--- config.mk ---
export PLATFORM = sky130hd
export DESIGN_NAME = pso_shifter
export DESIGN_NICKNAME = d
export VERILOG_FILES = /design/src/rtl/pso_pkg.sv /design/src/rtl/pso_ctrl.sv /design/src/rtl/pso_cell.sv /design/src/rtl/pso_shifter.sv
export SDC_FILE = /design/constraint.sdc
export NUM_CORES = 1
export LEC_CHECK = 0
export ABC_AREA = 1
export BUFFER_PORTS_ARGS = -buffer_cell sky130_fd_sc_hd__clkbuf_2
export CORE_MARGIN = 2
export CORE_UTILIZATION = 37
export DETAILED_ROUTE_END_ITERATION = 8
export PLACE_DENSITY = 0.62
export SLEW_MARGIN = 0
export SYNTH_ARGS = -nofsm -noshare
export SYNTH_HDL_FRONTEND = slang
export SYNTH_HIERARCHICAL = 1
export SYNTH_SLANG_ARGS = --single-unit
--- constraint.sdc ---
create_clock -name clk -period 0.88 [get_ports clk]
set_input_delay 0.22 -clock clk [delete_from_list [all_inputs] [get_ports clk]]
set_output_delay 0.22 -clock clk [all_outputs]
set_load 0.01 [all_outputs]
--- src/rtl/pso_pkg.sv ---
`timescale 1ns/1ps
package pso_pkg;
  typedef enum logic [1:0] {
    OP_HOLD  = 2'd0,
    OP_LOAD  = 2'd1,
    OP_SHIFT = 2'd2
  } pso_op_e;
endpackage

--- src/rtl/pso_ctrl.sv ---
`timescale 1ns/1ps
// Decodes the enable and load-select pins into one operation.
// Priority: hold, then load, then shift.
module pso_ctrl
  import pso_pkg::*;
(
  input  logic    en_n,
  input  logic    load_n,
  output pso_op_e op
);
  always_comb begin
    if (en_n)        op = OP_HOLD;
    else if (!load_n) op = OP_LOAD;
    else             op = OP_SHIFT;
  end
endmodule

--- src/rtl/pso_cell.sv ---
`timescale 1ns/1ps
// One storage stage with an asynchronous clear.
module pso_cell
  import pso_pkg::*;
(
  input  logic    clk,
  input  logic    clr_n,
  input  pso_op_e op,
  input  logic    par_d,
  input  logic    link_d,
  output logic    q
);
  always_ff @(posedge clk or negedge clr_n) begin
    if (!clr_n) begin
      q <= 1'b0;
    end else begin
      case (op)
        OP_LOAD:  q <= par_d;
        OP_SHIFT: q <= link_d;
        default:  q <= q;
      endcase
    end
  end
endmodule

--- src/rtl/pso_shifter.sv ---
`timescale 1ns/1ps
module pso_shifter
  import pso_pkg::*;
#(
  parameter int WIDTH = 8
) (
  input  logic             clk,
  input  logic             clr_n,
  input  logic             en_n,
  input  logic             load_n,
  input  logic             ser_in,
  input  logic [WIDTH-1:0] par_in,
  output logic             ser_out
);
  localparam int TOP = WIDTH - 1;

  pso_op_e          op;
  logic [WIDTH-1:0] stages;

  pso_ctrl u_ctrl (
    .en_n   (en_n),
    .load_n (load_n),
    .op     (op)
  );

  for (genvar i = 0; i < WIDTH; i++) begin : g_stage
    logic link;
    if (i == 0) begin : g_head
      assign link = ser_in;
    end else begin : g_body
      assign link = stages[i-1];
    end
    pso_cell u_cell (
      .clk    (clk),
      .clr_n  (clr_n),
      .op     (op),
      .par_d  (par_in[i]),
      .link_d (link),
      .q      (stages[i])
    );
  end

  assign ser_out = stages[TOP];


  load_capture_chk: assert property (@(posedge clk) disable iff (!clr_n)
    (!en_n && !load_n) |=> (stages == $past(par_in)));


  shift_move_chk: assert property (@(posedge clk) disable iff (!clr_n)
    (!en_n && load_n) |=> (stages == {$past(stages[TOP-1:0]), $past(ser_in)}));


  hold_stable_chk: assert property (@(posedge clk) disable iff (!clr_n)
    en_n |=> $stable(stages));


  clear_zero_chk: assert property (@(posedge clk)
    !clr_n |-> (stages == '0));


  out_top_chk: assert property (@(posedge clk) disable iff (!clr_n)
    (!en_n && load_n) |=> (ser_out == $past(stages[TOP-1])));
endmodule

# [Yosys cells after proc, flatten, opt, wreduce, memory -nomap -nowiden]
# Cells that the tools add are included.
[word_totals] regBits=8 latchBits=0 mem_bits_rw=0 romBits=0 in_bits=13 out_inout_bits=1 mem_count=0
[op_classes] addsub=0 multipliers=0 n_div=0 order_cmp=0 eq_ne=2 n_shift=0 muxes=10 bitwise=0 reduce_logical=1
[ops] operator="1-bit one-hot mux with 2 select lines" n=8
[ops] operator="2-bit 2-to-1 mux" n=2
[ops] operator="2-bit by 1-bit equality test with 1-bit output, second input constant" n=1
[ops] operator="2-bit equality test, second input constant" n=1
[ops] operator="2-bit nonzero test" n=1

# [Depth between registers and ports, before layout]
[depth] ltp_word=4 mapped_depth=7 mapped_depth_nobuf=7

# [By module]
# Netlist, hierarchy kept.
[by_module_without_submodules] module="pso_cell" n_inst=8 cells_each=12 area_per_inst_um2=76.3
[by_module_without_submodules] module="pso_ctrl" n_inst=1 cells_each=3 area_per_inst_um2=13.8

# [Worst setup path after synthesis]
# Ideal clock, no wire load.
[synth_path] path_kind="input to register" start="in load_n" end="reg g_stage[0].u_cell.q" setup_ns=0.117 arrival_time_ns=1.016 t_required_ns=0.763 slack_ns=-0.253 cell_stages=6 path_buffers=0 cell_sequence="nor2_1 -> inv_1 -> ha_1 -> inv_1 -> nand3_1 -> nand2_1"
[synth_between] elab_chain_len=4 elab_cells_between_ends=6 classes_between="2 x eq/ne; 3 x mux; 1 x reduce/logical"
[synth_lines] element="from (decl)" line="pso_shifter.sv:10" rtl="input logic load_n,"
[synth_lines] element="2-bit 2-to-1 mux *" line="pso_ctrl.sv:13" rtl="else if (!load_n) op = OP_LOAD;"
[synth_lines] element="2-bit 2-to-1 mux *" line="pso_ctrl.sv:12" rtl="if (en_n) op = OP_HOLD;"
[synth_lines] element="2-bit equality test or 2-bit by 1-bit equality test with 1-bit output (tied branches)" line="pso_cell.sv:17" rtl="case (op)"
[synth_lines] element="1-bit one-hot mux with 2 select lines or 2-bit nonzero test (tied branches)"
[synth_lines] element="to (signal assigned)" line="pso_cell.sv:18" rtl="OP_LOAD: q <= par_d;"
[synth_lines] element="to (signal assigned)" line="pso_cell.sv:19" rtl="OP_SHIFT: q <= link_d;"
[synth_lines] element="to (signal assigned)" line="pso_cell.sv:20" rtl="default: q <= q;"
[synth_lines] element="to (decl)" line="pso_cell.sv:11" rtl="output logic q"
# Mark *: on every way between the ends. The rest lies on a longest branch, timed or not.
# A chain may end at the register's enable or synchronous reset.

# [Worst setup path in the final report]
[layout_path] start="reg g_stage[7].u_cell.q" end="out ser_out"
[layout_rtl] element="from (decl)" line="pso_cell.sv:11"
[layout_rtl] element="from (signal assigned)" line="pso_cell.sv:18"
[layout_rtl] element="from (signal assigned)" line="pso_cell.sv:19"
[layout_rtl] element="from (signal assigned)" line="pso_cell.sv:20"
[layout_rtl] element="to (decl)" line="pso_shifter.sv:13" rtl="output logic ser_out"
# No word-level cell between the ends.

==> run summary <==
The flow ran to the end, but the final reports show violations. The checks that failed: negative setup slack. The share of the yosys chip area belonging to registers came out at 0.321. From left edge to right edge, the die measures 45.1 µm. The first global-routing pass estimated around 2200 µm of wire. The instance area at placement came out at 722 µm².

The flip-flop count of the largest register, all copies and words added is 8. The first detailed-routing pass took 2 iterations. The setup slack of the most critical reg-to-reg path came out at 160 ps. The category of cells accounting for the largest share of critical-path delay is flip-flops. Once detail routing completed, the nets flagged for antenna violations numbered 0. The routed via count came out at 602. The worst register-to-register path has a depth of 4. The total grt overflow is 0. The share of synthesized area in the top cell type comes to 0.321. The net switching power came out at 0.000396 W. Across every metal layer, demand over resource in global routing totals 0.159. The overall power consumption came out at approximately 0.0012 W.

At the worst endpoint, the required time is 660 ps. The average size of a mapped cell is around 6.3 µm². After synthesis the netlist holds a flip-flop and latch count of 8. In the layout the commonest cells are sky130_fd_sc_hd__nand2_1 (30), sky130_fd_sc_hd__inv_1 (22), sky130_fd_sc_hd__inv_2 (15). The relative slew slack came out at 0.854.

Dividing total power by cell area gives a power density of 1240 mW/mm². In this run the critical register-to-register path is captured at g_stage[6].u_cell/q. The maximum achievable frequency is 1020 MHz. The HPWL after detailed placement is 833 µm. The total non-filler cell area in the finished layout came out at about 960 µm². The worst supply voltage drop on vdd came out at 0.634 mV. The ratio of final minimum period to clock period is 1.11. The via count of the first global-routing pass came out at 559. The post-synthesis instance total is 99. The number of port buffers is 13. The number of maximum-capacitance violations is 0.

The number of diodes is 0. In the final layout, the registers with the most flip-flops are g_stage.u_cell/q: 8 flops. The library cell with the largest summed area after synthesis is sky130_fd_sc_hd__dfrtp_1. The summed instance area of the synthesized netlist came out at 624 µm². The final-stage net count is 142. For this block, the initial DRC count from the detailed router was 4. The kind of critical path is reg -> out. CTS built an H-tree with a depth of 1. The worst path arrival time came out at 760 ps. The initial standard-cell utilization of the core came out at 0.405. The element type at the critical path start is a flop. After floorplanning, the core was divided into 14 placement rows. After detailed routing, the number of vias per cell comes to 4.46. Relative to the synthesized area, the layout overhead comes to 53.9%. The worst setup path is captured at an output pin. For the pin with the worst max-slew slack, the measured transition is 219 ps. The warning count from the yosys run is 6. The total leakage power is 0.540 nW.

The number of ports placed on the die boundary is 14. The maximum clock skew at final layout is 1.95 ps. The count of endpoints failing hold in the final timing report is 0. The combinational group share of total power came out at 0.344.

Along the worst path, the maximum fanout reaches 2. The clock period minus worst slack came out at 979 ps. The number of design rule violations left after detail routing is 0. By area the synthesized netlist is led by sky130_fd_sc_hd__dfrtp_1 (32%), sky130_fd_sc_hd__inv_1 (25%), sky130_fd_sc_hd__nand2_1 (19%). The height of the die is 45.1 µm. The largest net degree at the start of global routing is 9. Traced cell by cell, the critical path runs through clkbuf_2. The tightest min-delay check is of the in -> reg type.

Setup repair after global routing could not meet its margin everywhere. The routability-driven placement congestion ratio is 0.700. The largest stage delay on the critical path came out at 370 ps. After detailed routing, the average wire length per cell comes to 10.1 µm.

The most critical setup path has its startpoint at g_stage[7].u_cell/q. The final setup slack of the worst path came out at -98.9 ps. The total routed wirelength came out at 1360 µm. The largest individual stage delay along the critical path comes from the cell sky130_fd_sc_hd__dfrtp_1. In this run the number of cells on the critical path is 1. In this run the critical register-to-register path is launched from g_stage[5].u_cell/q. The internal power is 0.000793 W. For the final routed database, the setup TNS stands at -107 ps. The initial antenna violation count is 0.

The clock sink total came out at 8. The max-slew violation count came to 0. The floorplan die area is 0.00203 mm². The library cell used most frequently in the layout, excluding fill and tap cells, is sky130_fd_sc_hd__nand2_1. The final setup violation count came out at 2. TritonCTS built the clock tree. Synthesis produced a netlist with a net count of between 100 and 150. The register with the most flip-flops in the final layout is g_stage.u_cell/q. The proportion of layout cells with a drive suffix above 1 came out at 0.471. The sequential cell fraction of total power is 0.402. The maximum number of buffers from clock root to sink came out at 2. The clock slew at the register clock pins of the worst setup and hold paths is 60 ps.

The total clock buffers created by CTS is 3. The capturing element of the worst setup path is ser_out. The switching share of power came out at 0.333. The netlist uses 7 different library cells. The core box area came out at 0.00154 mm². The buffering stage count on the worst path with inverters included came out at 1. The clock tree root driver cell is sky130_fd_sc_hd__clkbuf_4. The share of power burned in the clock network came out at 0.255. At the later pin of the worst-skew pair, clock insertion delay measures 260 ps.
-- per-stage QoR --
| stage | std cells | setup slack, ps | hold slack [ps] | util |
|---|---|---|---|---|
| after floorplan | 99 | -62.0 | -75.6 | - |
| after global placement | 128 | -289 | 85.1 | 0.468 |
| after detailed placement | 128 | -312 | 88.8 | 0.468 |
| after CTS | 133 | -115 | 246 | 0.580 |
| after global routing | 135 | -122 | 277 | 0.623 |
| final | 135 | -98.9 | 262 | 0.623 |
-- how the worst min path moves through the flow --
stage | startpoint | slack (ps) | end | cells after the start
floorplan | clr_n | -80 | g_stage[0].u_cell/q | 0
global placement | clr_n | 90 | g_stage[1].u_cell/q | 1
detailed placement | clr_n | 90 | g_stage[1].u_cell/q | 1
CTS | par_in[4] | 250 | g_stage[4].u_cell/q | 5
global route | par_in[2] | 280 | g_stage[2].u_cell/q | 5
finish | par_in[7] | 260 | g_stage[7].u_cell/q | 5
-- routing by layer --
metal  global-route usage  up-vias  wire length, µm
met2                0.280       11              758
met3               0.0720        3               63
met4               0.0706        0               17
li1                     -      315                -
met1                0.158      273              521
met5                    0        -                0
-- cell families after synthesis --
logic type | share of synthesized area
AND/OR/NAND/NOR | 0.273
buffers and inverters | 0.246
flip-flops | 0.321
adder cells (fa/ha/maj) | 0.160
-- power by group through the flow --
| stage | Combinational, W | Clock (W) | Sequential (W) |
|---|---|---|---|
| after global placement | 0.000264 | 0 | 0.000483 |
| after floorplan | 0.000188 | 0 | 0.000480 |
| after global routing | 0.000468 | 0.000322 | 0.000487 |
| after CTS | 0.000358 | 0.000324 | 0.000478 |
| final | 0.000409 | 0.000303 | 0.000478 |
| after detailed placement | 0.000272 | 0 | 0.000485 |
-- Yosys cell counts --
cell type / number
sky130_fd_sc_hd__nand2_1: 32
sky130_fd_sc_hd__ha_1: 8
sky130_fd_sc_hd__nor2_1: 1
sky130_fd_sc_hd__dfrtp_1: 8
sky130_fd_sc_hd__nand3_1: 8
sky130_fd_sc_hd__inv_1: 41
sky130_fd_sc_hd__nor2_2: 1
-- area by class of cell --
cell class / instances / area [µm²]
Timing Repair Buffer: 17 / 136
Multi-Input combinational cell: 50 / 418
Clock buffer: 3 / 22.5
Fill cell: 145 / 581
Tap cell: 16 / 20.0
Inverter: 41 / 164
Sequential cell: 8 / 200
-- timing repair --
action                     4_1_cts  5_1_grt
pin swaps                        9       11
buffers inserted                 1        2
hold endpoints to repair         8        0
gates resized for setup         24       21
hold buffers                     1        0
setup endpoints to repair        9        9
No activity file was read; power rests on OpenSTA's default activity.
